===== src/rtl/aud_clk_pkg.sv =====
package aud_clk_pkg;

   // log2 of the shortest frame, in bit clocks
   localparam int unsigned FRAME_BASE_LOG2 = 5;

   typedef enum logic [1:0] {
      FRM_SHORT  = 2'd0,
      FRM_MID    = 2'd1,
      FRM_LONG   = 2'd2,
      FRM_LONG_B = 2'd3
   } frame_sel_e;

   // Code 3 aliases the longest frame.
   function automatic int unsigned frame_len_log2(input logic [1:0] sel);
      int unsigned ext;
      ext = (sel == FRM_LONG_B) ? 2 : int'(sel);
      return FRAME_BASE_LOG2 + ext;
   endfunction

endpackage


===== src/rtl/aud_clk_prescale.sv =====
module aud_clk_prescale #(
   parameter int unsigned DIV_LO = 2,
   parameter int unsigned DIV_HI = 4,
   localparam int unsigned CNT_W = (DIV_HI > 2) ? $clog2(DIV_HI) : 1
) (
   input  logic             clk,
   input  logic             rst_n,
   input  logic             run,
   input  logic             div_hi,
   output logic [CNT_W-1:0] cnt_q,
   output logic             period_end,
   output logic             launch,
   output logic             sample,
   output logic             phase_hi
);

   generate
      if ((DIV_LO < 2) || (DIV_LO % 2 != 0) || (DIV_HI % 2 != 0) || (DIV_HI < DIV_LO)) begin : g_bad_div
         $error("aud_clk_prescale: divider ratios must be even, at least 2, with DIV_HI >= DIV_LO");
      end
   endgenerate

   logic [CNT_W-1:0] last_v;
   logic [CNT_W-1:0] half_v;

   assign last_v = div_hi ? CNT_W'(DIV_HI - 1) : CNT_W'(DIV_LO - 1);
   assign half_v = div_hi ? CNT_W'(DIV_HI / 2) : CNT_W'(DIV_LO / 2);

   always_ff @(posedge clk or negedge rst_n) begin
      if (!rst_n) begin
         cnt_q <= '0;
      end else if (!run) begin
         cnt_q <= '0;
      end else if (cnt_q >= last_v) begin
         cnt_q <= '0;
      end else begin
         cnt_q <= cnt_q + 1'b1;
      end
   end

   assign period_end = run && (cnt_q >= last_v);
   assign launch     = run && (cnt_q == '0);
   assign sample     = run && (cnt_q == half_v);
   assign phase_hi   = (cnt_q >= half_v);

   // the prescaler restarts a bit period after the last phase
   a_r1_wrap: assert property (@(posedge clk) disable iff (!rst_n)
      period_end |=> (cnt_q == '0));

endmodule


===== src/rtl/aud_clk_framer.sv =====
module aud_clk_framer import aud_clk_pkg::*; #(
   parameter int unsigned IDX_W = FRAME_BASE_LOG2 + 2
) (
   input  logic             clk,
   input  logic             rst_n,
   input  logic             run,
   input  logic [1:0]       frame_sel,
   input  logic             period_end,
   output logic [IDX_W-1:0] bit_cnt,
   output logic             right
);

   generate
      if (IDX_W < FRAME_BASE_LOG2 + 2) begin : g_bad_idx
         $error("aud_clk_framer: IDX_W too narrow for the longest frame");
      end
   endgenerate

   logic [IDX_W-1:0] len_m1;
   logic [IDX_W-1:0] half_len;

   always_comb begin
      len_m1   = IDX_W'((32'd1 << frame_len_log2(frame_sel)) - 32'd1);
      half_len = IDX_W'(32'd1 << (frame_len_log2(frame_sel) - 1));
   end

   always_ff @(posedge clk or negedge rst_n) begin
      if (!rst_n) begin
         bit_cnt <= '0;
      end else if (!run) begin
         bit_cnt <= '0;
      end else if (period_end) begin
         if (bit_cnt >= len_m1) begin
            bit_cnt <= '0;
         end else begin
            bit_cnt <= bit_cnt + 1'b1;
         end
      end
   end

   assign right = (bit_cnt >= half_len);

   // after the last bit of a frame the count restarts at bit 0
   a_r2_frame_wrap: assert property (@(posedge clk) disable iff (!rst_n)
      (period_end && (bit_cnt == len_m1)) |=> (bit_cnt == '0));

endmodule


===== src/rtl/aud_clk_slave_sync.sv =====
module aud_clk_slave_sync #(
   parameter int unsigned SYNC_STAGES = 2
) (
   input  logic clk,
   input  logic rst_n,
   input  logic en,
   input  logic ext_bclk,
   input  logic ext_lr,
   input  logic bclk_inv,
   input  logic lr_inv,
   output logic launch,
   output logic sample,
   output logic lr_norm
);

   generate
      if (SYNC_STAGES < 2) begin : g_bad_sync
         $error("aud_clk_slave_sync: at least two synchronizer stages required");
      end
   endgenerate

   logic [SYNC_STAGES-1:0] b_sync;
   logic [SYNC_STAGES-1:0] l_sync;
   logic                   b_prev;

   genvar gi;
   generate
      for (gi = 0; gi < SYNC_STAGES; gi++) begin : g_stage
         if (gi == 0) begin : g_first
            always_ff @(posedge clk or negedge rst_n) begin
               if (!rst_n) begin
                  b_sync[0] <= 1'b0;
                  l_sync[0] <= 1'b0;
               end else begin
                  b_sync[0] <= ext_bclk;
                  l_sync[0] <= ext_lr;
               end
            end
         end else begin : g_next
            always_ff @(posedge clk or negedge rst_n) begin
               if (!rst_n) begin
                  b_sync[gi] <= 1'b0;
                  l_sync[gi] <= 1'b0;
               end else begin
                  b_sync[gi] <= b_sync[gi-1];
                  l_sync[gi] <= l_sync[gi-1];
               end
            end
         end
      end
   endgenerate

   always_ff @(posedge clk or negedge rst_n) begin
      if (!rst_n) begin
         b_prev <= 1'b0;
      end else begin
         b_prev <= b_sync[SYNC_STAGES-1];
      end
   end

   logic b_now_n;
   logic b_old_n;

   assign b_now_n = b_sync[SYNC_STAGES-1] ^ bclk_inv;
   assign b_old_n = b_prev ^ bclk_inv;
   assign launch  = en && b_old_n && !b_now_n;
   assign sample  = en && !b_old_n && b_now_n;
   assign lr_norm = l_sync[SYNC_STAGES-1] ^ lr_inv;

   // each detected launch edge yields a single-cycle strobe
   a_r9_single_launch: assert property (@(posedge clk) disable iff (!rst_n)
      launch |=> !launch);

endmodule


===== src/rtl/aud_sclk_gen.sv =====
module aud_sclk_gen import aud_clk_pkg::*; #(
   parameter int unsigned DIV_LO      = 2,
   parameter int unsigned DIV_HI      = 4,
   parameter int unsigned IDX_W       = FRAME_BASE_LOG2 + 2,
   parameter int unsigned SYNC_STAGES = 2
) (
   input  logic             clk,
   input  logic             rst_n,
   input  logic             enable,
   input  logic             cfg_div_hi,
   input  logic [1:0]       cfg_frame_sel,
   input  logic             cfg_bclk_inv,
   input  logic             cfg_lr_inv,
   input  logic             cfg_master,
   input  logic             cfg_free_run,
   input  logic             port_active,
   input  logic             ext_bclk,
   input  logic             ext_lrclk,
   output logic             bclk_out,
   output logic             lrclk_out,
   output logic             clk_oe,
   output logic             launch_stb,
   output logic             sample_stb,
   output logic             frame_start,
   output logic             chan_right,
   output logic [IDX_W-1:0] bit_idx
);

   localparam int unsigned PRE_W = (DIV_HI > 2) ? $clog2(DIV_HI) : 1;

   // ---------------- master path ----------------
   logic             run_m;
   logic [PRE_W-1:0] pre_cnt;
   logic             m_pend;
   logic             m_launch;
   logic             m_sample;
   logic             m_phase_hi;
   logic [IDX_W-1:0] m_cnt;
   logic             m_right;

   assign run_m = enable && cfg_master && (cfg_free_run || port_active);

   aud_clk_prescale #(
      .DIV_LO (DIV_LO),
      .DIV_HI (DIV_HI)
   ) u_pre (
      .clk        (clk),
      .rst_n      (rst_n),
      .run        (run_m),
      .div_hi     (cfg_div_hi),
      .cnt_q      (pre_cnt),
      .period_end (m_pend),
      .launch     (m_launch),
      .sample     (m_sample),
      .phase_hi   (m_phase_hi)
   );

   aud_clk_framer #(
      .IDX_W (IDX_W)
   ) u_frm (
      .clk        (clk),
      .rst_n      (rst_n),
      .run        (run_m),
      .frame_sel  (cfg_frame_sel),
      .period_end (m_pend),
      .bit_cnt    (m_cnt),
      .right      (m_right)
   );

   // ---------------- slave path ----------------
   logic             slv_en;
   logic             s_launch;
   logic             s_sample;
   logic             s_lr;
   logic             s_lr_last;
   logic [IDX_W-1:0] s_cnt;
   logic             s_lr_fall;
   logic [IDX_W-1:0] s_next;

   assign slv_en = enable && !cfg_master;

   aud_clk_slave_sync #(
      .SYNC_STAGES (SYNC_STAGES)
   ) u_sync (
      .clk      (clk),
      .rst_n    (rst_n),
      .en       (slv_en),
      .ext_bclk (ext_bclk),
      .ext_lr   (ext_lrclk),
      .bclk_inv (cfg_bclk_inv),
      .lr_inv   (cfg_lr_inv),
      .launch   (s_launch),
      .sample   (s_sample),
      .lr_norm  (s_lr)
   );

   assign s_lr_fall = s_lr_last && !s_lr;
   assign s_next    = s_lr_fall ? '0 : (s_cnt + 1'b1);

   // s_cnt idles at all-ones so the first launch after enable reports bit 0
   always_ff @(posedge clk or negedge rst_n) begin
      if (!rst_n) begin
         s_cnt     <= '1;
         s_lr_last <= 1'b0;
      end else if (!slv_en) begin
         s_cnt     <= '1;
         s_lr_last <= 1'b0;
      end else if (s_launch) begin
         s_cnt     <= s_next;
         s_lr_last <= s_lr;
      end
   end

   // ---------------- output stage ----------------
   always_ff @(posedge clk or negedge rst_n) begin
      if (!rst_n) begin
         bclk_out    <= 1'b0;
         lrclk_out   <= 1'b0;
         clk_oe      <= 1'b0;
         launch_stb  <= 1'b0;
         sample_stb  <= 1'b0;
         frame_start <= 1'b0;
         chan_right  <= 1'b0;
         bit_idx     <= '0;
      end else begin
         clk_oe <= enable && cfg_master;
         if (cfg_master) begin
            bclk_out    <= run_m ? (m_phase_hi ^ cfg_bclk_inv) : cfg_bclk_inv;
            lrclk_out   <= run_m ? (m_right ^ cfg_lr_inv) : cfg_lr_inv;
            launch_stb  <= m_launch;
            sample_stb  <= m_sample;
            frame_start <= m_launch && (m_cnt == '0);
            chan_right  <= run_m && m_right;
            bit_idx     <= run_m ? m_cnt : '0;
         end else begin
            bclk_out    <= cfg_bclk_inv;
            lrclk_out   <= cfg_lr_inv;
            launch_stb  <= s_launch;
            sample_stb  <= s_sample;
            frame_start <= s_launch && s_lr_fall;
            chan_right  <= slv_en && s_lr;
            if (!slv_en) begin
               bit_idx <= '0;
            end else if (s_launch) begin
               bit_idx <= s_next;
            end
         end
      end
   end

   // pin drivers follow master mode and enable
   a_r5_oe_on: assert property (@(posedge clk) disable iff (!rst_n)
      (enable && cfg_master) |=> clk_oe);
   a_r5_oe_off: assert property (@(posedge clk) disable iff (!rst_n)
      !(enable && cfg_master) |=> !clk_oe);

   // disabled port parks both clocks at their idle levels, no strobes
   a_r6_idle_levels: assert property (@(posedge clk) disable iff (!rst_n)
      !enable |=> ((bclk_out == $past(cfg_bclk_inv)) && (lrclk_out == $past(cfg_lr_inv))
                   && !launch_stb && !sample_stb));

   // gated and idle means a quiet bit clock
   a_r7_gated_quiet: assert property (@(posedge clk) disable iff (!rst_n)
      (enable && cfg_master && !cfg_free_run && !port_active)
        |=> (!launch_stb && (bclk_out == $past(cfg_bclk_inv))));

   // frame start marks bit 0 of the left word on a launch edge
   a_r8_fs_left_bit0: assert property (@(posedge clk) disable iff (!rst_n)
      frame_start |-> ((bit_idx == '0) && !chan_right && launch_stb));

endmodule


===== config.mk =====
export PLATFORM = sky130hd
export DESIGN_NAME = aud_sclk_gen
export DESIGN_NICKNAME = d
export VERILOG_FILES = /design/src/rtl/aud_clk_pkg.sv /design/src/rtl/aud_clk_prescale.sv /design/src/rtl/aud_clk_framer.sv /design/src/rtl/aud_clk_slave_sync.sv /design/src/rtl/aud_sclk_gen.sv
export SDC_FILE = /design/constraint.sdc
export NUM_CORES = 1
export LEC_CHECK = 0
export BUFFER_PORTS_ARGS = -buffer_cell sky130_fd_sc_hd__buf_2
export CORE_AREA = 3 3 68 70
export CTS_CLUSTER_SIZE = 28
export DETAILED_ROUTE_END_ITERATION = 7
export DIE_AREA = 0 0 71 73
export GPL_ROUTABILITY_DRIVEN = 0
export PLACE_DENSITY = 0.76
export SYNTH_ARGS = -nofsm -noshare
export SYNTH_HDL_FRONTEND = slang
export SYNTH_SLANG_ARGS = --single-unit

===== constraint.sdc =====
create_clock -name clk -period 1.6 [get_ports clk]
set_clock_uncertainty 0.15 [all_clocks]
set_input_delay 0.48 -clock clk [delete_from_list [all_inputs] [get_ports clk]]
set_output_delay 0.48 -clock clk [all_outputs]
set_load 0.03 [all_outputs]

# Word level (Yosys, flattened, before mapping)
# Index checks and enable logic that the tools add are counted.
# Widths: inputs -> output; s select.
totals:
  output_inout_bits: 14
  word_cells: 85
  regBits: 36
classes:
  addsub: 6
  n_eq_ne: 5
  n_reduce_logical: 22
  bitwise: 5
  n_mux: 24
  order_cmp: 4
  n_shift: 2
ops:
  columns: ["cell", "count"]
  rows:
  - ["$shl 1x32->7 const A", 2]
  - ["$mux 7", 9]
  - ["$add 3x32->32 const A", 1]
  - ["$sub 32x1->32 const B", 1]
  - ["$logic_and 1x1->1", 15]
  - ["$add 7x1->7 const B", 2]
  - ["$ge 7x7->1", 2]
  - ["$mux 1", 10]
  - ["$mux 2", 5]
  - ["$logic_not 7->1", 1]
  - ["$sub 7x1->7 const B", 1]
  - ["$xor 1x1->1", 5]
  - ["$ge 2x2->1", 2]
  - ["$logic_not 1->1", 4]
  - ["$ne 2x1->1 const B", 2]
  - ["$ne 3x2->1 const B", 1]
  - ["$add 2x1->2 const B", 1]
  - ["$eq 2x2->1", 1]
  - ["$eq 2x2->1 const B", 1]
  - ["$logic_not 2->1", 1]
  - ["$logic_or 1x1->1", 1]

# Logic depth before layout (Yosys ltp)
logic_depth:
  word_depth: 9
  ltp_mapped: 7
  depth_no_buf: 7

# Hierarchy
# A second synthesis with hierarchy kept.
unflattened:
  cells_unflattened: 204
  area_unflattened_um2: 2037.0
by_module_without_submodules:
  columns: ["module", "cells_per_inst", "instances", "area_each_um2", "seq_area_each_um2"]
  rows:
  - ["aud_sclk_gen", 105, 1, 1078.5, 559.3]
  - ["aud_clk_framer", 70, 1, 616.8, 175.2]
  - ["aud_clk_slave_sync", 12, 1, 181.4, 125.1]
  - ["aud_clk_prescale", 17, 1, 160.2, 50.0]

# Worst setup path after synthesis
# Ideal clock, no wire load.
synth_timing:
  path_kind: "input to register"
  start: "in cfg_div_hi"
  end: "reg u_frm.bit_cnt[2]"
  setup_time_ps: 130
  path_buffers: 1
  arrival_time_ps: 1671
  path_slack_ps: -351
  cell_stages: 7
  t_required_ps: 1320
  cell_sequence: "inv_1 -> ha_1 -> a21oi_1 -> and2_1 -> clkbuf_1 -> nand4b_2 -> o22ai_1"
synth_between:
  elab_chain_cells: 4
synth_lines:
  columns: ["item", "line", "rtl"]
  rows:
  - ["from (decl)", "aud_sclk_gen.sv:10", "input logic cfg_div_hi,"]
  - ["$mux 2", "aud_clk_prescale.sv:26", "assign last_v = div_hi ? CNT_W'(DIV_HI - 1) : CNT_W'(DIV_LO - 1);"]
  - ["$ge 2x2->1", "aud_clk_prescale.sv:41", "assign period_end = run && (cnt_q >= last_v);"]
  - ["$logic_and 1x1->1", "aud_clk_prescale.sv:41", null]
  - ["$ne 2x1->1 (no source line)", null, null]
  - ["to (signal assigned)", "aud_clk_framer.sv:36", "bit_cnt <= bit_cnt + 1'b1;"]
  - ["to (decl)", "aud_clk_framer.sv:9", "output logic [IDX_W-1:0] bit_cnt,"]
# Every way passes these cells.
# A chain may end at the register's enable or synchronous reset.

# Worst setup path in the final report
layout_timing:
  start: "reg u_frm.bit_cnt[6]"
  end: "reg u_frm.bit_cnt[3]"
layout_between:
  elab_chain_cells: 4
layout_lines:
  columns: ["item", "line", "rtl"]
  rows:
  - ["$ge 7x7->1", "aud_clk_framer.sv:33", "if (bit_cnt >= len_m1) begin"]
  - ["$mux 7", "aud_clk_framer.sv:33", null]
  - ["$mux 7", "aud_clk_framer.sv:32", "end else if (period_end) begin"]
  - ["$mux 7", "aud_clk_framer.sv:30", "end else if (!run) begin"]
# Every way passes these cells. The select of a mux whose other input is x is not followed.

==> out/metrics.yaml <==
global_route:
  globalRouteOverflowTotal: 0
  grt_max_degree: 37
  grt_pass1_vias: 1913
  antenna_found_initial: 0
  grt_usage: 0.220
  grt_pass1_wl_um: 8960
place:
  place_inst: 325
  hpwl_um: 3880
  port-buffer-count: 26
  placed_area_um2: 2690
  place_ws_ns: -0.449
die:
  placementRows: 23
  placeableCoreArea_um2: 4030
  fp.dieW_um: 71
  dieArea_um2: 5180
  pin_count: 27
  die_height_um: 73
  start_util: 0.519
status:
  outcome: "finished, violations left"
  violations: "negative setup slack"
final_layout:
  fin_nets: 317
  seqCellArea_um2: 912
  areaGrowthSynthToFinish_pct: 48.6
  diodes: 0
  final_common_cell: "buf_4"
  final_core_util: 0.770
  n_fill_cell: 270
  multiInputGateArea_um2: 1450
  final_area_um2: 3100
  fin_cells: 339
  layout-drive-gt1-share: 0.509
  final_cell_mix: "buf_4, dfrtp_1, buf_2, nand2_1, inv_1"
routing:
  drc: 0
  vias: 1929
  drtIter0Drc: 99
  drtPass1Iterations: 4
  finalWirelength_um: 5860
  wl_per_cell_um: 17.3
  viasPerCell: 5.69
  ant_nets: 0
setup_path:
  rrSetupSlack_ns: -0.1
  critPathKind: "flop to flop"
  ff2ff_path_depth: 5
  crit_arrival_ns: 1.72
  crit_path_start_kind: "flop"
  rr_endpoint: "u_frm.bit_cnt[3]"
  worstPathRequired_ns: 1.62
  r2r_start: "u_frm.bit_cnt[6]"
  end_kind: "flop"
  crit_fanout: 7
logic_synthesis:
  synth_ff_type: "dfrtp_1"
  syn_area_um2: 2090
  seq_area_frac_synth: 0.435
  synth-seq-cells: 36
  synthArstFlopShare: 1.00
  syn_avg_cell_area_um2: 9.86
  ys_types: 51
  netlist_instances: 212
  synth_edf_count: 0
  yosys_warnings: 0
min_path:
  hold_path.class: "input pin to flop"
  min_from: "ext_lrclk"
  min_to: "u_sync.l_sync[0]"
  holdPathStages: 1
timing:
  worst_slack_ns: -0.0955
  hold_viol: 0
  fmax_mhz: 590
  tns_ns: -0.388
  rsz0062_at_grt: "yes"
  fin_hold_ws_ns: 0.143
  fin_crit_ns: 1.70
  setup_viol: 9
  fin_crit_sh: 1.06
  slew_viol_final: 0
clock_network:
  clock-sinks: 36
  cts_tree: "built"
  cts_max_path_buffers: 2
  cts_made_buffers: 5
  htree_levels: 2
  root_buffer: "clkbuf_8"
  worstSkewPairLatency_ns: 0.29
  clk_pin_slew_ns: 0.07
flow_run:
  maxCapViolCount: 0
power:
  powerDensity_nw_per_um2: 711
  power_mw: 2.21
  ir_drop_uv: 425
  cellLeakagePower_nw: 1.40
-- where the power goes --
group / switching [mW] / internal [mW] / total [mW]
Clock: 0.327 / 0.343 / 0.671
Sequential: 0.0298 / 0.960 / 0.990
Combinational: 0.306 / 0.239 / 0.545
-- synthesized netlist by cell type (2+ instances only) --
cell | n | area share
dfrtp_1 | 29 | 0.35
nand2_1 | 23 | 0.041
ha_1 | 16 | 0.096
inv_1 | 15 | 0.027
nor2_1 | 13 | 0.023
a21oi_1 | 12 | 0.029
dfstp_2 | 7 | 0.088
nand3_1 | 7 | 0.017
o21ai_0 | 7 | 0.017
clkbuf_1 | 4 | 0.0072
nor3_1 | 4 | 0.0096
o22ai_1 | 4 | 0.012
a211oi_1 | 3 | 0.011
a41oi_1 | 3 | 0.013
and2_1 | 3 | 0.0090
nand2b_1 | 3 | 0.0090
nor3b_1 | 3 | 0.011
o211ai_1 | 3 | 0.011
o21a_1 | 3 | 0.011
o21ai_1 | 3 | 0.0072
o311ai_1 | 3 | 0.013
xor2_1 | 3 | 0.013
a221o_1 | 2 | 0.0096
a31oi_1 | 2 | 0.0060
and3_1 | 2 | 0.0060
buf_6 | 2 | 0.011
conb_1 | 2 | 0.0036
mux2_2 | 2 | 0.011
nand4_1 | 2 | 0.0060
nor2b_1 | 2 | 0.0060
o211ai_2 | 2 | 0.012
o21ai_2 | 2 | 0.0084
o32ai_1 | 2 | 0.0084
or2_2 | 2 | 0.0060
-- layer usage --
metal / part of all wire / global-route usage / vias up
met1: 0.42 / 0.279 / 937
met3: 0.039 / 0.0289 / 19
met5: 0 / 0 / -
met4: 0.030 / 0.0898 / 0
li1: - / - / 906
met2: 0.51 / 0.381 / 67
-- critical path, stage by stage (launching register included) --
cell	delay, ns
dfrtp_1	0.42
ha_4	0.31
nand2_2	0.05
a211o_4	0.32
a41oi_2	0.22
o22ai_2	0.12
-- cell families after synthesis --
| family | synth area share |
|---|---|
| mux | 0.0156 |
| other cells | 0.00359 |
| xor+xnor | 0.0246 |
| flops | 0.435 |
| simple gates | 0.168 |
| fa+ha+maj | 0.0958 |
| buf+inv | 0.0473 |
| compound gates | 0.210 |
-- cell type report --
type | count | share of cell area
clock inverter | 2 | 0.00322
multi-input combinational | 158 | 0.466
sequential | 36 | 0.294
clock buffer | 6 | 0.0266
timing repair buffer | 72 | 0.172
tap | 50 | 0.0202
inverter | 15 | 0.0181
-- registers in the layout (all words and copies together), names as in the netlist, 2 cells and up --
name           flops
u_sync.l_sync      2
s_cnt              7
u_sync.b_sync      2
bit_idx            7
u_pre.cnt_q        2
u_frm.bit_cnt      7
-- worst max path at each step --
stage,from,endpoint,slack [ns],depth (start not counted)
6_report,u_frm.bit_cnt[6],u_frm.bit_cnt[3],-0.1,5
2_1_floorplan,cfg_frame_sel[1],u_frm.bit_cnt[5],-0.26,7
4_1_cts,u_frm.bit_cnt[6],u_frm.bit_cnt[2],-0.08,5
3_5_place_dp,cfg_frame_sel[1],u_frm.bit_cnt[5],-0.45,8
3_3_place_gp,cfg_frame_sel[1],u_frm.bit_cnt[5],-0.41,8
5_1_grt,u_frm.bit_cnt[0],lrclk_out,-0.14,6
-- what timing repair did --
action / 4_1_cts / 5_1_grt
hold buffers: 1 / 0
gates resized for setup: 22 / 32
hold endpoints to repair: 13 / 0
endpoints found under the setup margin: 16 / 20
pin swaps: 22 / 20
cloned: 1 / 0
setup buffers: 3 / 2
No activity file was read; power rests on OpenSTA's default activity.
